## src/rtl/phpwm_pkg.sv

```systemverilog
package phpwm_pkg;

   // Phase-select encoding carried in the two bits above the enable bit.
   typedef enum logic [1:0] {
      PH_DEG0   = 2'b00,
      PH_DEG180 = 2'b01,
      PH_DEG270 = 2'b10,
      PH_DEG90  = 2'b11
   } phase_sel_e;

   // Number of quarter periods the on-window is delayed by.
   function automatic logic [1:0] phase_quarters(input phase_sel_e sel);
      logic [1:0] q;
      case (sel)
         PH_DEG0:   q = 2'd0;
         PH_DEG90:  q = 2'd1;
         PH_DEG180: q = 2'd2;
         PH_DEG270: q = 2'd3;
         default:   q = 2'd0;
      endcase
      return q;
   endfunction

endpackage

```

## src/rtl/phpwm_period_ctr.sv

```systemverilog
module phpwm_period_ctr #(
   parameter int CNT_W = 7
) (
   input  logic             clk,
   input  logic             rst_n,
   output logic [CNT_W-1:0] cnt,
   output logic             wrap
);
   localparam logic [CNT_W-1:0] CNT_MAX = '1;

   logic [CNT_W-1:0] cnt_q;

   always_ff @(posedge clk or negedge rst_n) begin
      if (!rst_n) cnt_q <= '0;
      else        cnt_q <= cnt_q + 1'b1;
   end

   assign cnt  = cnt_q;
   // High in the last count of a period; the next edge is the boundary.
   assign wrap = (cnt_q == CNT_MAX);
endmodule

```

## src/rtl/phpwm_channel.sv

```systemverilog
module phpwm_channel
   import phpwm_pkg::*;
#(
   parameter int                CNT_W   = 7,
   parameter int                ADDR_W  = 5,
   parameter logic [ADDR_W-1:0] MY_ADDR = '0,
   parameter bit                OUT_REG = 1'b0,
   localparam int               CTRL_W  = CNT_W + 3
) (
   input  logic              clk,
   input  logic              rst_n,
   input  logic              wr_en,
   input  logic [ADDR_W-1:0] wr_addr,
   input  logic [CTRL_W-1:0] wr_ctrl,
   input  logic [CNT_W-1:0]  cnt,
   input  logic              wrap,
   output logic              pwm_out,
   output logic              act_en_o,
   output logic [CNT_W-1:0]  act_duty_o,
   output logic [1:0]        act_ph_o,
   output logic              en_fall
);
   localparam int QTR_W = CNT_W - 2;

   // Staged copy written by the host.
   logic             pend_en;
   logic [CNT_W-1:0] pend_duty;
   phase_sel_e       pend_ph;
   // Copy in use for the current period.
   logic             act_en;
   logic [CNT_W-1:0] act_duty;
   phase_sel_e       act_ph;

   logic             sel_me;
   logic [CNT_W-1:0] start_cnt;
   logic [CNT_W-1:0] rel_cnt;
   logic             hit;

   assign sel_me = wr_en && (wr_addr == MY_ADDR);

   always_ff @(posedge clk or negedge rst_n) begin
      if (!rst_n) begin
         pend_en   <= 1'b0;
         pend_duty <= '0;
         pend_ph   <= PH_DEG0;
      end else if (sel_me) begin
         pend_duty <= wr_ctrl[CNT_W-1:0];
         pend_en   <= wr_ctrl[CNT_W];
         pend_ph   <= phase_sel_e'(wr_ctrl[CNT_W+2:CNT_W+1]);
      end
   end

   always_ff @(posedge clk or negedge rst_n) begin
      if (!rst_n) begin
         act_en   <= 1'b0;
         act_duty <= '0;
         act_ph   <= PH_DEG0;
      end else if (wrap) begin
         act_en   <= pend_en;
         act_duty <= pend_duty;
         act_ph   <= pend_ph;
      end
   end

   assign en_fall   = wrap && act_en && !pend_en;
   assign start_cnt = {phase_quarters(act_ph), {QTR_W{1'b0}}};
   assign rel_cnt   = cnt - start_cnt;
   // The top duty code covers every count, so it yields a steady high.
   assign hit       = act_en && (rel_cnt <= act_duty);

   generate
      if (OUT_REG) begin : g_out_reg
         logic out_q;
         always_ff @(posedge clk or negedge rst_n) begin
            if (!rst_n) out_q <= 1'b0;
            else        out_q <= hit;
         end
         assign pwm_out = out_q;
      end else begin : g_out_comb
         assign pwm_out = hit;
      end
   endgenerate

   assign act_en_o   = act_en;
   assign act_duty_o = act_duty;
   assign act_ph_o   = act_ph;
endmodule

```

## src/rtl/phpwm_guard_flags.sv

```systemverilog
module phpwm_guard_flags #(
   parameter int                N_CH     = 5,
   parameter int                ADDR_W   = 5,
   parameter logic [ADDR_W-1:0] CFG_ADDR = '0
) (
   input  logic              clk,
   input  logic              rst_n,
   input  logic              wr_en,
   input  logic [ADDR_W-1:0] wr_addr,
   input  logic [N_CH-1:0]   wr_bits,
   input  logic [N_CH-1:0]   ot_fault,
   input  logic [N_CH-1:0]   oc_fault,
   input  logic              uv_fault,
   input  logic [N_CH-1:0]   en_fall,
   output logic [N_CH-1:0]   flags
);
   logic [N_CH-1:0] flags_q;
   logic [N_CH-1:0] clr;
   logic [N_CH-1:0] loaded;

   assign clr    = ot_fault | oc_fault | en_fall | {N_CH{uv_fault}};
   assign loaded = (wr_en && (wr_addr == CFG_ADDR)) ? wr_bits : flags_q;

   always_ff @(posedge clk or negedge rst_n) begin
      if (!rst_n) flags_q <= '0;
      else        flags_q <= loaded & ~clr;
   end

   assign flags = flags_q;
endmodule

```

## src/rtl/phpwm_ctrl.sv

```systemverilog
module phpwm_ctrl #(
   parameter int  N_CH      = 5,
   parameter int  CNT_W     = 7,
   parameter int  ADDR_W    = 5,
   parameter int  CTRL_BASE = 9,
   parameter int  CFG_ADDR  = 3,
   parameter bit  OUT_REG   = 1'b0,
   localparam int DATA_W    = CNT_W + 3
) (
   input  logic              clk,
   input  logic              rst_n,
   input  logic              wr_en,
   input  logic [ADDR_W-1:0] wr_addr,
   input  logic [DATA_W-1:0] wr_data,
   input  logic [N_CH-1:0]   ot_fault,
   input  logic [N_CH-1:0]   oc_fault,
   input  logic              uv_fault,
   output logic [N_CH-1:0]   ch_out,
   output logic [N_CH-1:0]   no_hi_limit
);
   localparam int ADDR_SPAN = 1 << ADDR_W;
   localparam logic [ADDR_W-1:0] CFG_A = ADDR_W'(CFG_ADDR);

   generate
      if (CNT_W < 3) begin : g_chk_cnt
         $error("phpwm_ctrl: CNT_W must be at least 3");
      end
      if (N_CH < 1 || N_CH > DATA_W) begin : g_chk_nch
         $error("phpwm_ctrl: N_CH must be in 1..DATA_W");
      end
      if (CTRL_BASE + N_CH > ADDR_SPAN) begin : g_chk_span
         $error("phpwm_ctrl: channel addresses exceed address space");
      end
      if (CFG_ADDR >= CTRL_BASE && CFG_ADDR < CTRL_BASE + N_CH) begin : g_chk_cfg
         $error("phpwm_ctrl: configuration address overlaps channels");
      end
   endgenerate

   logic [CNT_W-1:0]      cnt;
   logic                  wrap;
   logic [N_CH-1:0]       act_en;
   logic [N_CH*CNT_W-1:0] act_duty_flat;
   logic [N_CH*2-1:0]     act_ph_flat;
   logic [N_CH-1:0]       en_fall;

   phpwm_period_ctr #(.CNT_W(CNT_W)) u_ctr (
      .clk  (clk),
      .rst_n(rst_n),
      .cnt  (cnt),
      .wrap (wrap)
   );

   generate
      for (genvar i = 0; i < N_CH; i++) begin : g_ch
         phpwm_channel #(
            .CNT_W  (CNT_W),
            .ADDR_W (ADDR_W),
            .MY_ADDR(ADDR_W'(CTRL_BASE + i)),
            .OUT_REG(OUT_REG)
         ) u_ch (
            .clk       (clk),
            .rst_n     (rst_n),
            .wr_en     (wr_en),
            .wr_addr   (wr_addr),
            .wr_ctrl   (wr_data),
            .cnt       (cnt),
            .wrap      (wrap),
            .pwm_out   (ch_out[i]),
            .act_en_o  (act_en[i]),
            .act_duty_o(act_duty_flat[i*CNT_W +: CNT_W]),
            .act_ph_o  (act_ph_flat[i*2 +: 2]),
            .en_fall   (en_fall[i])
         );
      end
   endgenerate

   phpwm_guard_flags #(
      .N_CH    (N_CH),
      .ADDR_W  (ADDR_W),
      .CFG_ADDR(CFG_A)
   ) u_flags (
      .clk     (clk),
      .rst_n   (rst_n),
      .wr_en   (wr_en),
      .wr_addr (wr_addr),
      .wr_bits (wr_data[N_CH-1:0]),
      .ot_fault(ot_fault),
      .oc_fault(oc_fault),
      .uv_fault(uv_fault),
      .en_fall (en_fall),
      .flags   (no_hi_limit)
   );
endmodule

```

## config.mk

```make
export PLATFORM = sky130hd
export DESIGN_NAME = phpwm_ctrl
export DESIGN_NICKNAME = d
export VERILOG_FILES = /design/src/rtl/phpwm_pkg.sv /design/src/rtl/phpwm_period_ctr.sv /design/src/rtl/phpwm_channel.sv /design/src/rtl/phpwm_guard_flags.sv /design/src/rtl/phpwm_ctrl.sv
export SDC_FILE = /design/constraint.sdc
export NUM_CORES = 1
export LEC_CHECK = 0
export BUFFER_PORTS_ARGS = -buffer_cell sky130_fd_sc_hd__buf_2
export CAP_MARGIN = 20
export CORE_MARGIN = 2
export CORE_UTILIZATION = 40
export DETAILED_ROUTE_END_ITERATION = 16
export GPL_ROUTABILITY_DRIVEN = 0
export SLEW_MARGIN = 20
export SYNTH_ARGS = -nofsm -noshare
export SYNTH_HDL_FRONTEND = slang
export SYNTH_SLANG_ARGS = --single-unit
```

## constraint.sdc

```tcl
create_clock -name clk -period 2.2 [get_ports clk]
set_input_delay 0.11 -clock clk [delete_from_list [all_inputs] [get_ports clk]]
set_output_delay 0.11 -clock clk [all_outputs]
set_load 0.03 [all_outputs]
```

==> results.toml <==
[clock_tree]
cts_tree = "built"
cts_buffers = 9
clk_pin_slew_ns = 0.07
worstSkewPairLatency_ns = 0.35
cts.sink_count = 112
cts_max_level = 3
cts-root-buf = "clkbuf_16"
cts_max_path_buffers = 2

[routing]
dr.pass1.iters = 4
wl_per_cell_um = 16.7
drt_wl_total_um = 11400
antenna_left = 0
vias = 3492
drcViolationCount = 0
drt_iter0_drc = 106
viasPerCell = 5.14

[setup_path]
slowest_stage = "dfrtp_1"
critPathMaxStageDelay_ns = 0.40
cp_data_required_time_ns = 2.09
critPathArrivalTime_ns = 2.55
crit_chain = "ha_2 > or2_4 > ha_4 > xor2_1 > xnor2_1 > ha_1 > nand2_1 > o2111ai_2 > o22ai_2 > buf_6"
crit_type = "flop to output pin"
crit_fanout = 3
endpoint_kind = "output pin"
startpoint_type = "flop"
cp.buffers_inverters = 1
path_delay_family = "adder cells"

[timing]
period_minus_slack_ns = 2.66
finalCritPeriodShare_pct = 121
max_freq_ghz = 0.376
hold_ws_ns = 0.0194
worstMarginPinSlew_ns = 0.735
rsz0062_at_grt = "yes"
final_hold_viol_count = 0
slew_violations = 0
tns_ns = -2.03
fin_ws_ns = -0.458
fin_skew_ns = 0.00897
relSlewSlack_pct = 51.0
setup_viol = 5

[synthesis]
synth_nets = 519
ys_seq_elements = 112
ys_types = 33
synthCells = 439
yosysWarnings = 0
synth.avg_cell_area_um2 = 12.9
syn_area_mm2 = 0.00566
synth_seq_area_share_pct = 49.5

[global_routing]
antenna_found_initial = 0
grt_pass1_wl_um = 19300
grt_max_degree = 55
grt_usage_pct = 16.7
gr-total-overflow = 0
grt_pass1_vias = 3711

[power]
total_leakage_power_nw = 3.12
ir_drop_mv = 0.375
power_mw = 4.30
p_per_area_mw_per_mm2 = 644

[hold_path]
hold_class = "primary input to flop"

[placement]
place_ws_ns = -0.250
hpwl_um = 8170
portBuffers = 38

[die]
start_util_pct = 40.9
dieArea_mm2 = 0.0151
die_y_um = 123
rows = 43
fp.coreArea_mm2 = 0.0138
fp.dieW_um = 123
io_pins = 39

[finish]
drive_above_1_share_pct = 40.4
multi_input_area_mm2 = 0.00272
nNetsFinal = 575
syn_to_final_growth_pct = 18.0
seqCellArea_mm2 = 0.00280
diodes = 0
utilization_pct = 48.3
nFillCells = 1228

[run_status]
violations = "negative setup slack"
status = "complete, but fails checks"

[flow_run]
drv_cap = 0
## registers in the layout, summed over array words and instances (netlist names)
name / count
g_ch.u_ch.act_duty_o: 35
g_ch.u_ch.pend_duty: 35
g_ch.u_ch.act_ph_o: 10
g_ch.u_ch.pend_ph: 10
u_ctr.cnt: 7
g_ch.u_ch.act_en_o: 5
g_ch.u_ch.pend_en: 5
u_flags.flags: 5
## cells in the final DEF (no fill, tap or decap), types with 5 or more instances in the layout
cell type	count
nand3b_1	6
buf_4	16
dfrtp_1	112
xnor2_1	8
nand4_1	10
a21oi_2	5
ha_1	36
inv_1	47
a211oi_1	5
clkbuf_16	9
mux2_2	87
xor2_1	6
buf_2	32
nand2_1	12
nor4b_1	5
dlygate4sd3_1	7
ha_2	10
or2_4	5
or3_1	6
a21oi_1	10
mux2_4	10
nand3_1	7
o21ai_0	5
ha_4	5
## power by group
group | switching (mW) | internal (mW)
clock | 0.736 | 0.918
sequential | 0.0933 | 2.24
combinational | 0.124 | 0.193
total | 0.953 | 3.35
## cells in the mapped netlist
cell type	n	area [um^2]
nor4b_1	5	43.8
nand2_1	12	45.0
xnor2_1	8	70.1
inv_1	47	176
o2111ai_1	5	43.8
nor2_1	1	3.75
nand3_1	7	35.0
nand4_4	1	21.3
and3b_1	1	8.76
xor2_1	7	61.3
nor3b_4	1	18.8
buf_4	11	82.6
buf_6	1	11.3
nor2_4	1	11.3
or3_1	6	37.5
nor3_1	1	5.00
mux2_4	10	150
mux2_2	87	980
nand4b_1	3	26.3
nor3b_1	1	7.51
and4_1	1	8.76
a21oi_1	15	75.1
ha_1	51	638
buf_2	4	20.0
o22ai_1	5	31.3
or3b_2	1	8.76
nand3b_1	6	45.0
o21ai_0	5	25.0
a211oi_1	5	37.5
nand4_1	10	62.6
dfrtp_1	112	2800
mux2_1	3	33.8
or2_2	5	31.3
## final timing paths
kind                                            from                    endpoint  slack [ns]  cells after the start
setup / recovery            g_ch[1].u_ch.act_ph_o[0]                   ch_out[1]       -0.46                     10
hold / removal                           ot_fault[4]            u_flags.flags[4]        0.02                      3
setup reg to reg                        u_ctr.cnt[6]  g_ch[4].u_ch.act_duty_o[3]        0.31                      5
hold reg to reg            g_ch[1].u_ch.pend_duty[1]  g_ch[1].u_ch.act_duty_o[1]        0.49                      1
max in group asynchronous                      rst_n                u_ctr.cnt[0]        1.20                      3
min in group asynchronous                      rst_n   g_ch[3].u_ch.pend_duty[2]        0.35                      2
## layer usage
layer / routed length [um] / vias to the layer above / GRT usage, %
met3: 240 / 14 / 2.95
met5: 0 / - / 0
met1: 5370 / 1765 / 22.0
li1: - / 1661 / -
met2: 5550 / 52 / 27.7
met4: 218 / 0 / 5.60
## what timing repair did
| item | CTS | global route |
|---|---|---|
| setup endpoints to repair | 5 | 5 |
| hold buffers | 7 | 0 |
| pin swaps | 26 | 9 |
| hold endpoints to repair | 55 | 0 |
| gates resized for setup | 35 | 9 |
| setup buffers | 0 | 1 |
## worst min-delay path, stage by stage
cell,delay [ns]
buf_2,0.07
or3_1,0.10
a211oi_1,0.05
## cells by family (layout without fill, tap and decap cells)
| logic type | after synthesis | after routing | synth area share [%] |
|---|---|---|---|
| DFF | 112 | 112 | 49.5 |
| muxes | 100 | 100 | 20.6 |
| and+or+nand+nor | 63 | 63 | 7.43 |
| buffers and inverters | 63 | 124 | 5.13 |
| adders and majority gates | 51 | 51 | 11.3 |
| AOI/OAI and AO/OA | 35 | 35 | 3.76 |
| xor gates and xnor gates | 15 | 15 | 2.32 |
## stage by stage
| stage | cell area [um^2] | instances |
|---|---|---|
| final | 6680 | 680 |
| after CTS | 6630 | 679 |
| after detailed placement | 6110 | 656 |
| after floorplan | 5660 | 439 |
| after global routing | 6680 | 680 |
| after global placement | 6110 | 656 |
## final cells by class
class | count | area share [%]
flip-flops and latches | 112 | 42.0
multi-input cells | 264 | 40.8
repair buffers | 61 | 6.65
well taps | 180 | 3.37
inverters | 47 | 2.64
clock buffers | 10 | 3.58
clock inverters | 6 | 1.01
Power figures use the tool's default switching activity.
